File: src/rtl/stub_pkg.sv
package stub_pkg;
   // width of a count able to hold 0..n
   function automatic int cnt_width(input int n);
      return (n < 1) ? 1 : $clog2(n + 1);
   endfunction
endpackage

File: src/rtl/stub_match.sv
module stub_match #(
   parameter int NSTR   = 8,
   parameter int POS_W  = 8,
   parameter int OFS_W  = 4,
   parameter int WIN_W  = 3,
   parameter int BEND_W = WIN_W + 1
) (
   input  logic [POS_W-1:0]      pix_pos,
   input  logic                  pix_ok,
   input  logic [NSTR*POS_W-1:0] str_pos,
   input  logic [NSTR-1:0]       str_vld,
   input  logic [WIN_W-1:0]      win,
   input  logic [OFS_W-1:0]      ofs,
   output logic                  hit,
   output logic [BEND_W-1:0]     bend
);
   localparam int DW = POS_W + 2;

   logic signed [DW-1:0] ofs_x, win_x, diff, mag, best_mag, best_d;
   logic                 found;

   always_comb begin
      ofs_x    = {{(DW-OFS_W){ofs[OFS_W-1]}}, ofs};
      win_x    = {{(DW-WIN_W){1'b0}}, win};
      found    = 1'b0;
      best_mag = '0;
      best_d   = '0;
      diff     = '0;
      mag      = '0;
      for (int j = 0; j < NSTR; j++) begin
         if (str_vld[j]) begin
            diff = $signed({2'b00, str_pos[j*POS_W +: POS_W]})
                 - $signed({2'b00, pix_pos}) - ofs_x;
            mag  = diff[DW-1] ? -diff : diff;
            if (mag <= win_x && (!found || mag < best_mag)) begin
               found    = 1'b1;
               best_mag = mag;
               best_d   = diff;
            end
         end
      end
      hit  = pix_ok & found;
      bend = best_d[BEND_W-1:0];
   end
endmodule

File: src/rtl/stub_select.sv
module stub_select #(
   parameter int NPIX      = 8,
   parameter int MAX_STUBS = 5,
   parameter int POS_W     = 8,
   parameter int ROW_W     = 4,
   parameter int BEND_W    = 4,
   parameter int CNT_W     = 3
) (
   input  logic [NPIX-1:0]             c_hit,
   input  logic [NPIX*POS_W-1:0]       c_pos,
   input  logic [NPIX*ROW_W-1:0]       c_row,
   input  logic [NPIX*BEND_W-1:0]      c_bend,
   output logic [MAX_STUBS-1:0]        o_vld,
   output logic [MAX_STUBS*POS_W-1:0]  o_pos,
   output logic [MAX_STUBS*ROW_W-1:0]  o_row,
   output logic [MAX_STUBS*BEND_W-1:0] o_bend,
   output logic [CNT_W-1:0]            o_cnt,
   output logic                        o_trunc
);
   int n;

   always_comb begin
      o_vld  = '0;
      o_pos  = '0;
      o_row  = '0;
      o_bend = '0;
      n      = 0;
      for (int i = 0; i < NPIX; i++) begin
         if (c_hit[i]) begin
            if (n < MAX_STUBS) begin
               o_vld[n]                   = 1'b1;
               o_pos[n*POS_W +: POS_W]    = c_pos[i*POS_W +: POS_W];
               o_row[n*ROW_W +: ROW_W]    = c_row[i*ROW_W +: ROW_W];
               o_bend[n*BEND_W +: BEND_W] = c_bend[i*BEND_W +: BEND_W];
            end
            n = n + 1;
         end
      end
      o_trunc = (n > MAX_STUBS);
      o_cnt   = o_trunc ? CNT_W'(MAX_STUBS) : CNT_W'(n);
   end
endmodule

File: src/rtl/stub_finder.sv
module stub_finder #(
   parameter int NPIX      = 8,
   parameter int NSTR      = 8,
   parameter int MAX_STUBS = 5,
   parameter int POS_W     = 8,
   parameter int ROW_W     = 4,
   parameter int WIN_W     = 3,
   parameter int OFS_W     = 4,
   localparam int BEND_W   = WIN_W + 1,
   localparam int CNT_W    = stub_pkg::cnt_width(MAX_STUBS)
) (
   input  logic                        clk,
   input  logic                        rst_n,
   input  logic                        in_valid,
   input  logic [WIN_W-1:0]            win,
   input  logic [OFS_W-1:0]            ofs,
   input  logic [NPIX-1:0]             pix_vld,
   input  logic [NPIX*POS_W-1:0]       pix_pos,
   input  logic [NPIX*ROW_W-1:0]       pix_row,
   input  logic [NSTR-1:0]             str_vld,
   input  logic [NSTR*POS_W-1:0]       str_pos,
   output logic                        out_vld,
   output logic [MAX_STUBS-1:0]        stub_vld,
   output logic [MAX_STUBS*POS_W-1:0]  stub_pos,
   output logic [MAX_STUBS*ROW_W-1:0]  stub_row,
   output logic [MAX_STUBS*BEND_W-1:0] stub_bend,
   output logic [CNT_W-1:0]            stub_cnt,
   output logic                        stub_trunc
);
   // elaboration-time parameter checks
   if (MAX_STUBS < 1 || MAX_STUBS > NPIX) begin : g_bad_max
      $error("stub_finder: MAX_STUBS must lie in 1..NPIX");
   end
   if (NSTR < 1) begin : g_bad_nstr
      $error("stub_finder: NSTR must be at least 1");
   end
   if (OFS_W < 1 || OFS_W > POS_W) begin : g_bad_ofs
      $error("stub_finder: OFS_W must lie in 1..POS_W");
   end
   if (WIN_W < 1 || WIN_W >= POS_W) begin : g_bad_win
      $error("stub_finder: WIN_W must lie in 1..POS_W-1");
   end

   // stage 0: window match per pixel slot
   logic [NPIX-1:0]        m_hit;
   logic [NPIX*BEND_W-1:0] m_bend;

   for (genvar i = 0; i < NPIX; i++) begin : g_match
      stub_match #(
         .NSTR  (NSTR),
         .POS_W (POS_W),
         .OFS_W (OFS_W),
         .WIN_W (WIN_W),
         .BEND_W(BEND_W)
      ) u_match (
         .pix_pos(pix_pos[i*POS_W +: POS_W]),
         .pix_ok (pix_vld[i] & in_valid),
         .str_pos(str_pos),
         .str_vld(str_vld),
         .win    (win),
         .ofs    (ofs),
         .hit    (m_hit[i]),
         .bend   (m_bend[i*BEND_W +: BEND_W])
      );
   end

   // stage 1 registers
   logic                   s1_vld;
   logic [NPIX-1:0]        s1_hit;
   logic [NPIX*POS_W-1:0]  s1_pos;
   logic [NPIX*ROW_W-1:0]  s1_row;
   logic [NPIX*BEND_W-1:0] s1_bend;

   always_ff @(posedge clk or negedge rst_n) begin
      if (!rst_n) begin
         s1_vld  <= 1'b0;
         s1_hit  <= '0;
         s1_pos  <= '0;
         s1_row  <= '0;
         s1_bend <= '0;
      end else begin
         s1_vld  <= in_valid;
         s1_hit  <= m_hit;
         s1_pos  <= pix_pos;
         s1_row  <= pix_row;
         s1_bend <= m_bend;
      end
   end

   // stage 1: priority compaction into output slots
   logic [MAX_STUBS-1:0]        c_vld;
   logic [MAX_STUBS*POS_W-1:0]  c_pos;
   logic [MAX_STUBS*ROW_W-1:0]  c_row;
   logic [MAX_STUBS*BEND_W-1:0] c_bend;
   logic [CNT_W-1:0]            c_cnt;
   logic                        c_trunc;

   stub_select #(
      .NPIX     (NPIX),
      .MAX_STUBS(MAX_STUBS),
      .POS_W    (POS_W),
      .ROW_W    (ROW_W),
      .BEND_W   (BEND_W),
      .CNT_W    (CNT_W)
   ) u_select (
      .c_hit  (s1_hit),
      .c_pos  (s1_pos),
      .c_row  (s1_row),
      .c_bend (s1_bend),
      .o_vld  (c_vld),
      .o_pos  (c_pos),
      .o_row  (c_row),
      .o_bend (c_bend),
      .o_cnt  (c_cnt),
      .o_trunc(c_trunc)
   );

   // stage 2 output registers
   always_ff @(posedge clk or negedge rst_n) begin
      if (!rst_n) begin
         out_vld    <= 1'b0;
         stub_vld   <= '0;
         stub_pos   <= '0;
         stub_row   <= '0;
         stub_bend  <= '0;
         stub_cnt   <= '0;
         stub_trunc <= 1'b0;
      end else begin
         out_vld    <= s1_vld;
         stub_vld   <= c_vld;
         stub_pos   <= c_pos;
         stub_row   <= c_row;
         stub_bend  <= c_bend;
         stub_cnt   <= c_cnt;
         stub_trunc <= c_trunc;
      end
   end
endmodule

File: config.mk
export PLATFORM = sky130hd
export DESIGN_NAME = stub_finder
export DESIGN_NICKNAME = d
export VERILOG_FILES = /design/src/rtl/stub_pkg.sv /design/src/rtl/stub_match.sv /design/src/rtl/stub_select.sv /design/src/rtl/stub_finder.sv
export SDC_FILE = /design/constraint.sdc
export NUM_CORES = 2
export LEC_CHECK = 0
export BUFFER_PORTS_ARGS = -buffer_cell sky130_fd_sc_hd__buf_2
export CAP_MARGIN = 20
export CORE_MARGIN = 2
export CORE_UTILIZATION = 40
export CTS_CLUSTER_SIZE = 14
export DETAILED_ROUTE_END_ITERATION = 8
export GPL_TIMING_DRIVEN = 1
export SLEW_MARGIN = 15
export SYNTH_ARGS = -nofsm -noshare
export SYNTH_HDL_FRONTEND = slang
export SYNTH_HIERARCHICAL = 1
export SYNTH_SLANG_ARGS = --single-unit
File: constraint.sdc
create_clock -name clk -period 5.9 [get_ports clk]
set_input_delay 0.295 -clock clk [delete_from_list [all_inputs] [get_ports clk]]
set_output_delay 0.295 -clock clk [all_outputs]
set_load 0.03 [all_outputs]
-- Word level (Yosys, flattened, before mapping)
Index checks and enable logic that the tools add are counted.
Widths: inputs -> output; s select.
- add/subtract/negate cells: 213
- magnitude comparators: 142
- shift operators: 35
- multiplexer cells: 536
- bitwise operators: 23
- reduce and logical (&&, ||, !) cells: 175
- operators by type and width (operator ; count):
    $mux 10 ; 176
    $le 10x4->1 ; 64
    $neg 10->10 ; 64
    $sub 9x4->10 ; 64
    $sub 8x8->9 ; 64
    $lt 10x10->1 ; 56
    $mux 20 ; 28
    $mux 40 ; 14
    $mux 4 ; 130
    $shiftx 4x33->20 ; 14
    $neg 32->33 ; 12
    $bwmux 20 ; 14
    $bwmux 40 ; 7
    $shift 8x33->40 const A ; 7
    $shiftx 8x33->40 ; 7
    $shift 4x33->20 const A ; 7
    $mux 32 ; 7
    $add 32x2->32 const B ; 6
    $ge 32x1->1 const B ; 6
    $lt 32x4->1 const B ; 6
    $lt 32x5->1 const B ; 6
    $mux 1 ; 137
    $mux 5 ; 14
    $logic_and 1x1->1 ; 63
    15 further kinds ; 151
- bits in registers: 227
- input port bits: 186
- output and inout bits: 90

-- Logic depth before layout (Yosys ltp)
- depth after elaboration: 43
- gate-level depth with buffers: 122
- gate-level depth less buffers: 118

-- Modules after synthesis
The synthesis kept the hierarchy.
- by module, submodules not included (module ; times used ; cells an instance ; area an instance (µm²)):
    stub_match (g_match[2].u_match ...) ; 4 ; 1415 ; 10477.5
    stub_match (g_match[4].u_match) ; 1 ; 1532 ; 11342.1
    stub_match (g_match[0].u_match) ; 1 ; 1470 ; 10795.4
    stub_match (g_match[5].u_match) ; 1 ; 1416 ; 10654.0
    stub_match (g_match[1].u_match) ; 1 ; 1418 ; 10537.6
    stub_select ; 1 ; 1049 ; 7141.8
    stub_finder ; 1 ; 235 ; 5730.5

-- Least setup slack after synthesis
OpenSTA, ideal clock, no wires.
- path type: input -> register
- start point: in pix_pos[1]
- end point: reg s1_bend[1]
- library setup time: 0.079 ns
- arrival: 19.326 ns
- required time: 5.821 ns
- path slack: -13.505 ns
- cell stages on the path: 106
- path buffers: 6
- cell sequence: inv_1 > ha_1 > nor2b_1 > o21ai_0 > nand2b_1 > a21o_1 > a21oi_1 > o21bai_1 > a21oi_1 > xnor2_1 > ha_1 > clkbuf_1 > nand4_1 > a21oi_1 > or2_2 > mux2i_1 > inv_1 > ha_1 > [... 70 more ...] > or3_2 > buf_4 > mux2_2 > ha_1 > nor2b_1 > o21ai_0 > nand2b_1 > a21oi_1 > nor2b_1 > o21ai_0 > nand2b_1 > a21oi_1 > nand3b_1 > or3_1 > nor4_1 > o31ai_1 > a31oi_2 > mux2i_1
- word-level cells in the longest chain between the ends: 42
- elaborated cells on any way between the ends: 112
- those cells by class: 24 x add/sub; 15 x order compare; 52 x mux; 21 x reduce/logical
- RTL lines (element ; line ; text):
    from (decl) ; stub_finder.sv:18 ; input logic [NPIX*POS_W-1:0] pix_pos,
    $sub 8x8->9 ; stub_match.sv:33 ; - $signed({2'b00, pix_pos}) - ofs_x;
    $sub 9x4->10 ; stub_match.sv:33 ;
    $neg 10->10 ; stub_match.sv:34 ; mag = diff[DW-1] ? -diff : diff;
    $mux 10 ; stub_match.sv:34 ;
    $le 10x4->1 ; stub_match.sv:35 ; if (mag <= win_x && (!found || mag < best_mag)) begin
    $mux 10 / $mux 1 (equally long branches) ; stub_match.sv:35 ;
    $mux 10 / $mux 1 (equally long branches) ; stub_match.sv:31 ; if (str_vld[j]) begin
    $lt 10x10->1 / $logic_not 1->1 (equally long branches) ; stub_match.sv:35 ;
    [... 27 more ...] ; - ;
    $mux 10 / $mux 1 (equally long branches) ; stub_match.sv:35 ;
    $mux 10 / $mux 1 (equally long branches) ; stub_match.sv:31 ;
    $lt 10x10->1 / $logic_not 1->1 (equally long branches) ; stub_match.sv:35 ;
    $logic_or 1x1->1 ; stub_match.sv:35 ;
    $logic_and 1x1->1 ; stub_match.sv:35 ;
    $mux 4 ; stub_match.sv:35 ;
    $mux 4 (*) ; stub_match.sv:31 ;
    net m_bend[1] ; stub_finder.sv:46 ; logic [NPIX*BEND_W-1:0] m_bend;
    to (signal assigned) ; stub_finder.sv:86 ; s1_bend <= m_bend;
    to (decl) ; stub_finder.sv:72 ; logic [NPIX*BEND_W-1:0] s1_bend;
The timed path passes the listed nets; every way through them passes the cells marked *.

-- Final worst setup path
- start point: in str_pos[3]
- end point: reg s1_bend[23]
- word-level cells in the longest chain between the ends: 42
- elaborated cells on any way between the ends: 77
- those cells by class: 3 x add/sub; 8 x order compare; 45 x mux; 21 x reduce/logical
- RTL lines (element ; line ; text):
    from (decl) ; stub_finder.sv:21 ; input logic [NSTR*POS_W-1:0] str_pos,
    $sub 8x8->9 (*) ; stub_match.sv:33 ;
    $sub 9x4->10 (*) ; stub_match.sv:33 ;
    $neg 10->10 ; stub_match.sv:34 ;
    $mux 10 ; stub_match.sv:34 ;
    $le 10x4->1 ; stub_match.sv:35 ;
    $mux 10 / $mux 1 (equally long branches) ; stub_match.sv:35 ;
    $mux 10 / $mux 1 (equally long branches) ; stub_match.sv:31 ;
    $lt 10x10->1 / $logic_not 1->1 (equally long branches) ; stub_match.sv:35 ;
    [... 27 more ...] ; - ;
    $mux 10 / $mux 1 (equally long branches) ; stub_match.sv:35 ;
    $mux 10 / $mux 1 (equally long branches) ; stub_match.sv:31 ;
    $lt 10x10->1 / $logic_not 1->1 (equally long branches) ; stub_match.sv:35 ;
    $logic_or 1x1->1 ; stub_match.sv:35 ;
    $logic_and 1x1->1 ; stub_match.sv:35 ;
    $mux 4 ; stub_match.sv:35 ;
    $mux 4 (*) ; stub_match.sv:31 ;
    net m_bend[23] ; stub_finder.sv:46 ;
Marks and branches as above.

==> results.cfg <==
[power_and_ir_drop]
leakage_nw = 72.1
internal_power_mw = 24.9
seqPwrFrac_pct = 4.0
p_clk_share_pct = 3.5
ir_drop_v = 0.000240
switching_share_pct = 47.2
p_per_area_nw_per_um2 = 322
switchingPower_mw = 22.2
power_frac_comb_pct = 92.5

[routing]
first_pass_iters = 9
drc = 0
viasPerCell = 5.50
wire_per_inst_um = 21.2
drtIter0Drc = 8527
finalWirelength_um = 445000
detail-route-antenna-nets = 0
vias = 116000

[yosys]
synth-seq-cells = 227
yosys.area.top_type_share_pct = 23.8
netlist_area_um2 = 98100
yosysSeqAreaShare_pct = 5.79
ys_async_sr_fraction_pct = 100
syn_area_per_cell_um2 = 7.68
yosysWarningCount = 6
ys.flop_type = dfrtp_1
netlist_instances = 12800
synth.distinct_cells = 161
synth_edf_count = 0
yosysTopAreaCell = ha_1
synth_area_leaders = ha_1 (24%), xnor2_1 (6.6%), dfrtp_1 (5.8%)

[final_layout]
nets = 19900
fill_cells = 22100
multiInputGateArea_um2 = 93300
drive_gt1_share_pct = 36.2
postLayoutCoreUtil_pct = 60.1
area_delta_synth_final_pct = 49.1
seq_area_um2 = 5680

[die]
num_rows = 181
core_um2 = 243000
ioPinCount = 276
die_w_um = 499
initial_core_util_pct = 40.3
die_area_um2 = 249000
fp.dieH_um = 499

[place]
pre_cts_slack_ns = -12.92
gp_congestion = 1.06
dp_hpwl_um = 366000
port_buffers = 275

[timing]
tns_ns = -366.55
final_max_slew_viol_count = 0
finalSetupViolations = 38
skew_ns = 0.0384
fin_crit_sh_pct = 299
maxSlewHeadroom_pct = 11.1
rsz0062_at_grt = true
fmax_mhz = 56.7
fin_ws_ns = -11.73
fin_crit_ns = 17.63
worst_slew_pin_slew_ns = 1.32
hold_viol_final = 0

[critical_path]
path_common_cell = a21o_1
path_class = primary input to flop
crit_path_max_fanout = 7
crit_family = compound AO/OA/AOI/OAI gates
slowest_delay_ns = 0.52
path_buf_inv = 10
start_kind = primary input
slowest_stage = or4_4
arrival_ns = 18.09
end_kind = flop
cp.required_ns = 6.36

[outcome]
violations = setup timing
status = finished, violations left

[clocking]
cts_max_level = 1
path_clk_slew_ns = 0.07
cts_sinks = 227
clkLatencyLatePin_ns = 0.60
cts_tree = yes
cts_root_buffer = clkbuf_16
clock_path_buffers = 3
cts_buffers = 26

[global_route]
grt_first_pass_wirelength_um = 651000
grt_pass1_vias = 110000
antenna_found_initial = 67
track_usage_pct = 33.9
grt_max_degree = 123
overflow = 0

[run]
cap_violations = 0

[min_path]
hp-class = primary input to flop
-- worst register-to-register path, cell delays in order (launching register included) --
cell and delay (ns):
dfrtp_1 0.42, fa_2 0.66, a21bo_1 0.25, a31oi_4 0.21, buf_4 0.17, inv_2 0.06, ha_1 0.26, and2_1 0.22
xnor3_1 0.36, buf_4 0.17, nand3_1 0.08, ha_1 0.31, buf_4 0.25, nor3_1 0.36, nand4_1 0.14, buf_4 0.27
o21ai_0 0.89, mux2i_1 0.20, mux2_2 0.33
-- final timing paths --
path / end / slack (ns) / depth (start not counted) / from
worst max-delay path: s1_bend[23] / -11.73 / 106 / str_pos[3]
worst min-delay path: s1_pos[34] / 0.03 / 2 / pix_pos[34]
worst max register to register: stub_bend[1] / 0.21 / 18 / s1_hit[0]
worst min register to register: out_vld / 0.35 / 0 / s1_vld
max in group asynchronous: s1_row[3] / 4.29 / 3 / rst_n
min in group asynchronous: s1_row[30] / 0.36 / 2 / rst_n
-- power groups by stage --
stage	sequential [mW]	clock, mW	combinational (mW)
after floorplan	1.88	0	22.5
after global routing	1.90	1.69	47.7
final	1.90	1.63	43.6
after detailed placement	1.91	0	38.9
after CTS	1.89	1.63	41.1
after global placement	1.91	0	38.5
-- metrics by stage --
stage               std cells  hold WS [ns]  power (mW)  cell area, um2
floorplan               12900     -0.000591        24.4          100000
global placement        20400         0.336        40.4          137000
detailed placement      20400         0.347        40.8          137000
CTS                     20800       0.00335        44.6          143000
global route            21000        0.0190        51.3          146000
finish                  21000        0.0291        47.1          146000
-- layer usage --
metal | vias to the layer above | share of wire (%) | GRT usage, %
li1 | 56700 | - | -
met1 | 54300 | 40 | 40.5
met2 | 3534 | 44 | 55.0
met3 | 1140 | 6.5 | 4.84
met4 | 16 | 9.1 | 25.9
met5 | - | 0.023 | 0
-- kinds of logic after synthesis --
family,after synthesis,share of synthesized area [%]
and+or+nand+nor,4069,21.9
AOI/OAI and AO/OA,3608,24.8
adders and majority gates,1995,26.4
buffers and inverters,1203,4.89
xor gates and xnor gates,1150,10.4
muxes,519,5.67
DFF,227,5.79
other,9,0.0344
-- repair_timing --
item,CTS,global route
resized for setup,478,505
setup endpoints to repair,39,56
gates cloned,2,0
hold endpoints to repair,153,1
buffers inserted,297,147
hold buffers,49,1
pin swaps,377,538
-- flip-flops by register name, summed over array words and instances (netlist names) --
signal	flops
stub_row	20
s1_pos	64
s1_bend	32
s1_vld	1
stub_trunc	1
stub_bend	20
stub_vld	5
s1_hit	8
stub_cnt	3
s1_row	32
out_vld	1
stub_pos	40
-- cell usage in the layout (no fill, tap or decap), types with 111 or more instances in the layout --
cell type / synthesis / routed
fa_1: 129 / 111
a21oi_2: 16 / 172
buf_4: 18 / 4499
xnor2_1: 744 / 731
nor2b_1: 404 / 366
o21ai_0: 769 / 618
o21ai_1: 43 / 140
mux2i_1: 263 / 235
buf_2: 59 / 255
nor3_1: 240 / 217
nand2_1: 731 / 696
inv_1: 954 / 911
ha_1: 1866 / 1726
mux2_2: 239 / 206
nor2_1: 997 / 935
a21oi_1: 917 / 749
a21o_1: 434 / 431
nand3_1: 229 / 220
nand2b_1: 397 / 385
xor2_1: 391 / 387
a211oi_1: 138 / 115
o21a_1: 160 / 160
a31oi_1: 141 / 126
conb_1: 9 / 170
nand4_1: 180 / 180
dfrtp_1: 227 / 227
-- Yosys cell counts, drive strengths merged (84+ instances only) --
master and number:
nor4 122, nor2b 408, or3 106, inv 957, a31oi 151, and2 120, nand2b 397, o21a 161
mux2 255, and3 84, o21bai 106, xnor2 748, nor2 1005, clkbuf 142, dfrtp 227, fa 129
o211ai 108, a21o 434, xor2 397, o21ai 818, or2 113, nand3 230, nand4 180, a21oi 936
ha 1866, buf 103, nand2 733, mux2i 263, a211oi 152, nor3 246
-- cell type report --
class / count / area share (%)
Tap cell: 3202 / 2.74
Multi-Input combinational cell: 11500 / 63.8
Inverter: 958 / 2.51
Clock inverter: 15 / 0.0821
Antenna cell: 66 / 0.113
Clock buffer: 32 / 0.487
Timing Repair Buffer: 5006 / 26.4
Sequential cell: 227 / 3.88
Note: power is estimated with default switching activity, not from simulation.
